### src/rtl/bfx_pkg.sv
// Shared types for the bit-field extract unit.
// Assumes nothing beyond a 4-state SystemVerilog compiler.
package bfx_pkg;
    typedef struct packed {
        logic z;
        logic s;
        logic c;
        logic v;
    } bfx_flags_t;
endpackage

### src/rtl/bfx_decode.sv
// Splits the packed control operand into start and length. It flags a
// zero length and an out-of-range start, and clips the length so the
// field ends no higher than bit W-1.
// Assumes W fits in FW bits, so the start byte can express W itself.
module bfx_decode #(
    parameter int W  = 32,
    parameter int FW = 8,
    localparam int IW = $clog2(W)
) (
    input  logic [W-1:0] ctl,
    output logic [IW-1:0] pos_idx,
    output logic [IW:0]   eff_len,
    output logic          len_zero,
    output logic          pos_oob
);
    logic [FW-1:0] pos;
    logic [FW-1:0] len;
    logic [FW:0]   room;
    logic [FW:0]   clipped;
    logic          ctl_unused_hi;

    // Slice the two descriptor bytes; the remaining bits are don't-care.
    assign pos           = ctl[FW-1:0];
    assign len           = ctl[2*FW-1:FW];
    assign ctl_unused_hi = ^ctl[W-1:2*FW];

    // Classify the descriptor and clip the length to the bits left above the start.
    always_comb begin
        len_zero = (len == '0);
        pos_oob  = ({1'b0, pos} >= (FW+1)'(W));
        room     = pos_oob ? '0 : ((FW+1)'(W) - {1'b0, pos});
        clipped  = ({1'b0, len} > room) ? room : {1'b0, len};
        eff_len  = (IW+1)'(clipped);
        pos_idx  = IW'(pos);
    end
endmodule

### src/rtl/bfx_extract.sv
// Shifts the source right by the start and keeps eff_len bits. Bits above
// the field are filled with zero or with the top extracted bit.
// Assumes eff_len is already clipped; the special cases take priority.
module bfx_extract #(
    parameter int W = 32,
    localparam int IW = $clog2(W)
) (
    input  logic [W-1:0]  src,
    input  logic [IW-1:0] pos_idx,
    input  logic [IW:0]   eff_len,
    input  logic          len_zero,
    input  logic          pos_oob,
    input  logic          sgn,
    output logic [W-1:0]  res
);
    logic [W-1:0]  shifted;
    logic [W-1:0]  in_field;
    logic [IW-1:0] top_idx;
    logic [IW:0]   top_wide;
    logic          fill_bit;

    // One comparator per bit marks the positions inside the field.
    for (genvar i = 0; i < W; i++) begin : g_mask
        assign in_field[i] = ((IW+1)'(i) < eff_len);
    end

    // Align the field and choose the fill bit.
    always_comb begin
        shifted  = src >> pos_idx;
        top_wide = eff_len - 1'b1;
        top_idx  = IW'(top_wide);
        fill_bit = sgn & shifted[top_idx];
    end

    // Merge the field with its fill; zero length wins over an out-of-range start.
    always_comb begin
        if (len_zero)
            res = '0;
        else if (pos_oob)
            res = {W{sgn & src[W-1]}};
        else
            res = (shifted & in_field) | (~in_field & {W{fill_bit}});
    end
endmodule

### src/rtl/bfx_flags.sv
// Derives the condition flags from a result word.
// Assumes the result is read as two's complement for the sign flag.
module bfx_flags
    import bfx_pkg::*;
#(
    parameter int W = 32
) (
    input  logic [W-1:0] res,
    output bfx_flags_t   flags
);
    // Zero and sign follow the result; carry and overflow are always cleared.
    always_comb begin
        flags.z = ~|res;
        flags.s = res[W-1];
        flags.c = 1'b0;
        flags.v = 1'b0;
    end
endmodule

### src/rtl/bfx_unit.sv
// Top of the bit-field extract unit: decode, extract, flags and an
// optional output register (REG_OUT). The flag state is always held in a
// register so that it can be kept while the update is disabled.
// Assumes a synchronous active-low reset.
module bfx_unit
    import bfx_pkg::*;
#(
    parameter int W       = 32,
    parameter int FW      = 8,
    parameter bit REG_OUT = 1'b1
) (
    input  logic         clk,
    input  logic         rst_n,
    input  logic [31:0]  src_i,
    input  logic [31:0]  ctl_i,
    input  logic         signed_i,
    input  logic         flag_en_i,
    output logic [31:0]  result_o,
    output logic         flag_z_o,
    output logic         flag_s_o,
    output logic         flag_c_o,
    output logic         flag_v_o,
    output logic         flag_we_o
);
    localparam int IW = $clog2(W);

    logic [IW-1:0] pos_idx;
    logic [IW:0]   eff_len;
    logic          len_zero;
    logic          pos_oob;
    logic [W-1:0]  res_c;
    bfx_flags_t    flags_c;
    bfx_flags_t    flags_q;
    bfx_flags_t    flags_out;

    bfx_decode #(.W(W), .FW(FW)) u_decode (
        .ctl      (ctl_i),
        .pos_idx  (pos_idx),
        .eff_len  (eff_len),
        .len_zero (len_zero),
        .pos_oob  (pos_oob)
    );

    bfx_extract #(.W(W)) u_extract (
        .src      (src_i),
        .pos_idx  (pos_idx),
        .eff_len  (eff_len),
        .len_zero (len_zero),
        .pos_oob  (pos_oob),
        .sgn      (signed_i),
        .res      (res_c)
    );

    bfx_flags #(.W(W)) u_flags (
        .res   (res_c),
        .flags (flags_c)
    );

    // Flag state register: loads only on an enabled update.
    always_ff @(posedge clk) begin
        if (!rst_n)
            flags_q <= '0;
        else if (flag_en_i)
            flags_q <= flags_c;
    end

    if (REG_OUT) begin : g_reg
        logic [W-1:0] result_q;
        logic         we_q;

        // Output register for the result and the strobe.
        always_ff @(posedge clk) begin
            if (!rst_n) begin
                result_q <= '0;
                we_q     <= 1'b0;
            end else begin
                result_q <= res_c;
                we_q     <= flag_en_i;
            end
        end

        assign result_o  = result_q;
        assign flag_we_o = we_q;
        assign flags_out = flags_q;

        // zero length gives a zero result.
        p_zero_len_r4: assert property (@(posedge clk) disable iff (!rst_n)
            len_zero |=> (result_o == '0));

        // an out-of-range start gives the fill value.
        p_oob_fill_r6: assert property (@(posedge clk) disable iff (!rst_n)
            (!len_zero && pos_oob) |=> (result_o == {W{$past(signed_i && src_i[W-1])}}));

        // in unsigned mode nothing is set above the clipped field.
        p_upper_clear_r2: assert property (@(posedge clk) disable iff (!rst_n)
            (!signed_i && !len_zero && !pos_oob) |=> ((result_o >> $past(eff_len)) == '0));

        // an update clears carry and overflow.
        p_cv_clear_r7: assert property (@(posedge clk) disable iff (!rst_n)
            flag_we_o |-> (!flag_c_o && !flag_v_o));

        // an update makes zero and sign describe the result.
        p_zs_match_r7: assert property (@(posedge clk) disable iff (!rst_n)
            flag_we_o |-> ((flag_z_o == (result_o == '0)) && (flag_s_o == result_o[W-1])));

        // without an update the strobe is low and the flags are kept.
        p_hold_flags_r8: assert property (@(posedge clk) disable iff (!rst_n)
            !flag_en_i |=> (!flag_we_o && $stable({flag_z_o, flag_s_o, flag_c_o, flag_v_o})));
    end else begin : g_comb
        assign result_o  = res_c;
        assign flag_we_o = flag_en_i;
        assign flags_out = flag_en_i ? flags_c : flags_q;
    end

    assign flag_z_o = flags_out.z;
    assign flag_s_o = flags_out.s;
    assign flag_c_o = flags_out.c;
    assign flag_v_o = flags_out.v;
endmodule

### config.mk
export PLATFORM = sky130hd
export DESIGN_NAME = bfx_unit
export DESIGN_NICKNAME = d
export VERILOG_FILES = /design/src/rtl/bfx_pkg.sv /design/src/rtl/bfx_decode.sv /design/src/rtl/bfx_extract.sv /design/src/rtl/bfx_flags.sv /design/src/rtl/bfx_unit.sv
export SDC_FILE = /design/constraint.sdc
export NUM_CORES = 1
export LEC_CHECK = 0
export ABC_CLOCK_PERIOD_IN_PS = 6000
export BUFFER_PORTS_ARGS = -buffer_cell sky130_fd_sc_hd__clkbuf_2
export CAP_MARGIN = 20
export CELL_PAD_IN_SITES_DETAIL_PLACEMENT = 0
export CELL_PAD_IN_SITES_GLOBAL_PLACEMENT = 1
export CORE_ASPECT_RATIO = 1.1
export CORE_MARGIN = 4
export CORE_UTILIZATION = 41
export DETAILED_ROUTE_END_ITERATION = 8
export MAX_ROUTING_LAYER = met4
export PLACE_DENSITY_LB_ADDON = 0.1
export SKIP_LAST_GASP = 1
export SYNTH_ARGS = -nofsm -noshare
export SYNTH_HDL_FRONTEND = slang
export SYNTH_SLANG_ARGS = --single-unit
### constraint.sdc
create_clock -name clk -period 6 [get_ports clk]
set_clock_uncertainty 0.1 [all_clocks]
set_input_delay 0.3 -clock clk [delete_from_list [all_inputs] [get_ports clk]]
set_output_delay 0.3 -clock clk [all_outputs]
set_load 0.01 [all_outputs]
==> results.sh <==
export IMPL_status="finished, final reports clean"
export IMPL_critPathArrivalTime_ns=5.30
export IMPL_rsz0062_at_grt="false"
export IMPL_worstHoldPathType="in2reg"
export IMPL_route_met3_wl_um=923
export IMPL_comb_power_share_pct=51.6
export IMPL_grt_max_degree=37
export IMPL_finalSetupTns_ns=0
export IMPL_met1Wirelength_um=7610
export IMPL_power_switching_mw=0.403
export IMPL_top_layer_used="met4"
export IMPL_powerDensity_mw_per_mm2=188
export IMPL_setup_viol=0
export IMPL_vias=5099
export IMPL_grt_pass1_vias=4873
export IMPL_period_needed_ns=5.19
export IMPL_maxCapViolations=0
export IMPL_synthCells=594
export IMPL_syn_to_final_growth_pct=15.5
export IMPL_num_rows=40
export IMPL_p_seq_share_pct=25.1
export IMPL_die_w_um=109
export IMPL_wirelength_um=17000
export IMPL_end_kind="flip-flop"
export IMPL_fmax_mhz=193
export IMPL_syn_area_per_cell_um2=7.82
export IMPL_drt_iter0_drc=345
export IMPL_synth_seq_cells=35
export IMPL_cts_setup_buffers=0
export IMPL_p_int_mw=0.603
export IMPL_cts_max_path_buffers=2
export IMPL_swShare_pct=40.0
export IMPL_final_core_util_pct=48.7
export IMPL_clk_latency_ns=0.28
export IMPL_wl_per_cell_um=20.7
export IMPL_ir_worst_vdd_mv=0.150
export IMPL_hpwlAfterDp_um=13900
export IMPL_syn_area_mm2=0.00465
export IMPL_crit_type="in2reg"
export IMPL_portBuffers=86
export IMPL_dieHeight_um=120
export IMPL_antenna_cells=0
export IMPL_period_share_pct=86.6
export IMPL_pwr_share_clk_pct=23.4
export IMPL_ys_seq_area_share_pct=15.1
export IMPL_core_region_area_mm2=0.0110
export IMPL_critPathLaunchType="input port"
export IMPL_pin_count=105
export IMPL_clock_sinks=35
export IMPL_vias_per_cell=6.21
export IMPL_ys_warnings_count=0
export IMPL_cp_max_fo=12
export IMPL_hold_viol_final=0
export IMPL_ctsResizeCount=0
export IMPL_fin_nets=750
export IMPL_drive_gt1_share_pct=28.0
export IMPL_die_area_mm2=0.0131
export IMPL_dr_pass1_iters=5
export IMPL_cts_made_buffers=5
export IMPL_yosys_cell_types_count=83
export IMPL_whs_ns=0.157
export IMPL_start_util_pct=42.2
export IMPL_synth_edff_count=0
export IMPL_h_tree_depth=2
export IMPL_ctsHoldBuffers=0
export IMPL_leakage_nw=2.31
export IMPL_drc_errors=0
export IMPL_tightest_slew_ns=0.870
export IMPL_timing_slew_headroom_pct=41.9
export IMPL_cts_root_buf="clkbuf_16"
export IMPL_cts_tree="built"
export IMPL_worst_ep_required_time_ns=6.10
export IMPL_maxSlewViolCount=0
export IMPL_grt_usage_pct=26.3
export IMPL_grt_pass1_wl_um=26400
export IMPL_synthArstFlopShare_pct=0
export IMPL_ys_flop_type="dfxtp_1"
export IMPL_wl_met2_um=7780
export IMPL_path_clk_slew_ns=0.05
export IMPL_grt_overflow=0
export IMPL_ant_nets=0
export IMPL_grt_antenna_before_repair=0
export IMPL_gp_congestion=1.00
-- registers in the layout, indices dropped and copies added, names as in the netlist --
| signal | flops |
|---|---|
| flag_s_o | 1 |
| flag_we_o | 1 |
| flag_z_o | 1 |
| result_o | 32 |
-- synth_stat cells (6+ instances only) --
master	n	share of area, %
nand2_1	68	5.5
nand4_1	7	0.94
inv_1	13	1.1
mux2_2	16	3.9
mux2i_1	33	7.1
nor3_1	14	1.5
buf_2	14	1.5
nor2_1	59	4.8
o221ai_1	6	1.1
ha_1	9	2.4
a21oi_1	45	4.8
nand3_1	16	1.7
clkbuf_1	17	1.4
nand2b_1	6	0.81
a211oi_1	8	1.3
and2_1	12	1.6
o21a_1	6	0.97
o21ai_0	34	3.7
a21o_1	6	0.97
a31oi_1	14	1.9
o21ai_1	8	0.86
mux4_2	26	13
dfxtp_1	35	15
-- power groups by stage --
stage / clock network, mW / registers [mW] / logic, mW
after floorplan: 0 / 0.265 / 0.337
after global placement: 0 / 0.256 / 0.506
after detailed placement: 0 / 0.257 / 0.507
after CTS: 0.240 / 0.252 / 0.510
after global routing: 0.245 / 0.253 / 0.556
final: 0.235 / 0.252 / 0.519
-- stage by stage --
step / cells / power (mW) / setup WS (ns) / instance area (um2)
3_3_place_gp: 813 / 0.762 / 0.650 / 5230
6_report: 821 / 1.01 / 0.806 / 5360
3_5_place_dp: 813 / 0.764 / 0.589 / 5230
4_1_cts: 821 / 1.00 / 0.851 / 5360
2_1_floorplan: 595 / 0.603 / 0.780 / 4650
5_1_grt: 821 / 1.05 / 0.397 / 5360
-- final cells by class --
class	instances	area [um2]
sequential	35	701
multi-input combinational	497	3620
tap	147	184
inverter	18	67.6
timing repair buffer	116	656
clock buffer	7	133
clock inverter	1	5.00
fill	1161	5650
-- critical path, cell delays in order --
cell and delay, ns:
clkbuf_2 0.11, inv_1 0.05, ha_1 0.25, nor3_1 0.22
a22o_1 0.28, nand2_1 0.15, ha_1 0.37, and3b_1 0.17
o2111a_1 0.23, o22a_1 0.44, nand2_1 0.33, a21oi_1 0.57
o21ai_0 0.19, and4_1 0.23, o21a_1 0.23, o211ai_4 0.14
o21ai_0 0.23, a2111oi_1 0.50, nand4_1 0.15, o22ai_1 0.16
-- metal layers --
| metal | vias to the layer above | GRT usage, % |
|---|---|---|
| li1 | 2408 | - |
| met1 | 2445 | 35.3 |
| met2 | 203 | 41.0 |
| met3 | 43 | 0.968 |
| met4 | 0 | 11.8 |
| met5 | - | - |
-- final timing paths --
check                           startpoint  endpoint  slack [ns]  depth (start not counted)
worst max-delay path              ctl_i[0]  flag_z_o        0.81                         20
worst min-delay path             flag_en_i  flag_z_o        0.16                          2
worst max register to register    flag_z_o  flag_z_o        5.33                          2
worst min register to register    flag_s_o  flag_s_o        0.36                          2
-- cell usage in the layout, fill, tap and decap left out, drive strengths merged, types with 7 or more instances in the layout --
| cell type | n |
|---|---|
| and2 | 12 |
| ha | 9 |
| mux2 | 25 |
| nor3 | 14 |
| nand2 | 70 |
| mux4 | 26 |
| dfxtp | 35 |
| mux2i | 33 |
| a21oi | 47 |
| buf | 30 |
| nand4 | 7 |
| nand3 | 16 |
| nor2 | 60 |
| o21ai | 43 |
| a31oi | 14 |
| inv | 16 |
| clkbuf | 93 |
| a211oi | 8 |
-- logic make-up (layout without fill, tap and decap cells) --
logic type | count (synthesis) | after routing | synth area share, %
muxes | 84 | 84 | 26.2
and+or+nand+nor | 219 | 219 | 22.3
xor gates and xnor gates | 3 | 3 | 0.566
other | 2 | 3 | 0.162
DFF | 35 | 35 | 15.1
adders and majority gates | 9 | 9 | 2.42
buffers and inverters | 63 | 142 | 7.11
AOI/OAI and AO/OA | 179 | 179 | 26.2
No activity file was read; power rests on OpenSTA's default activity.
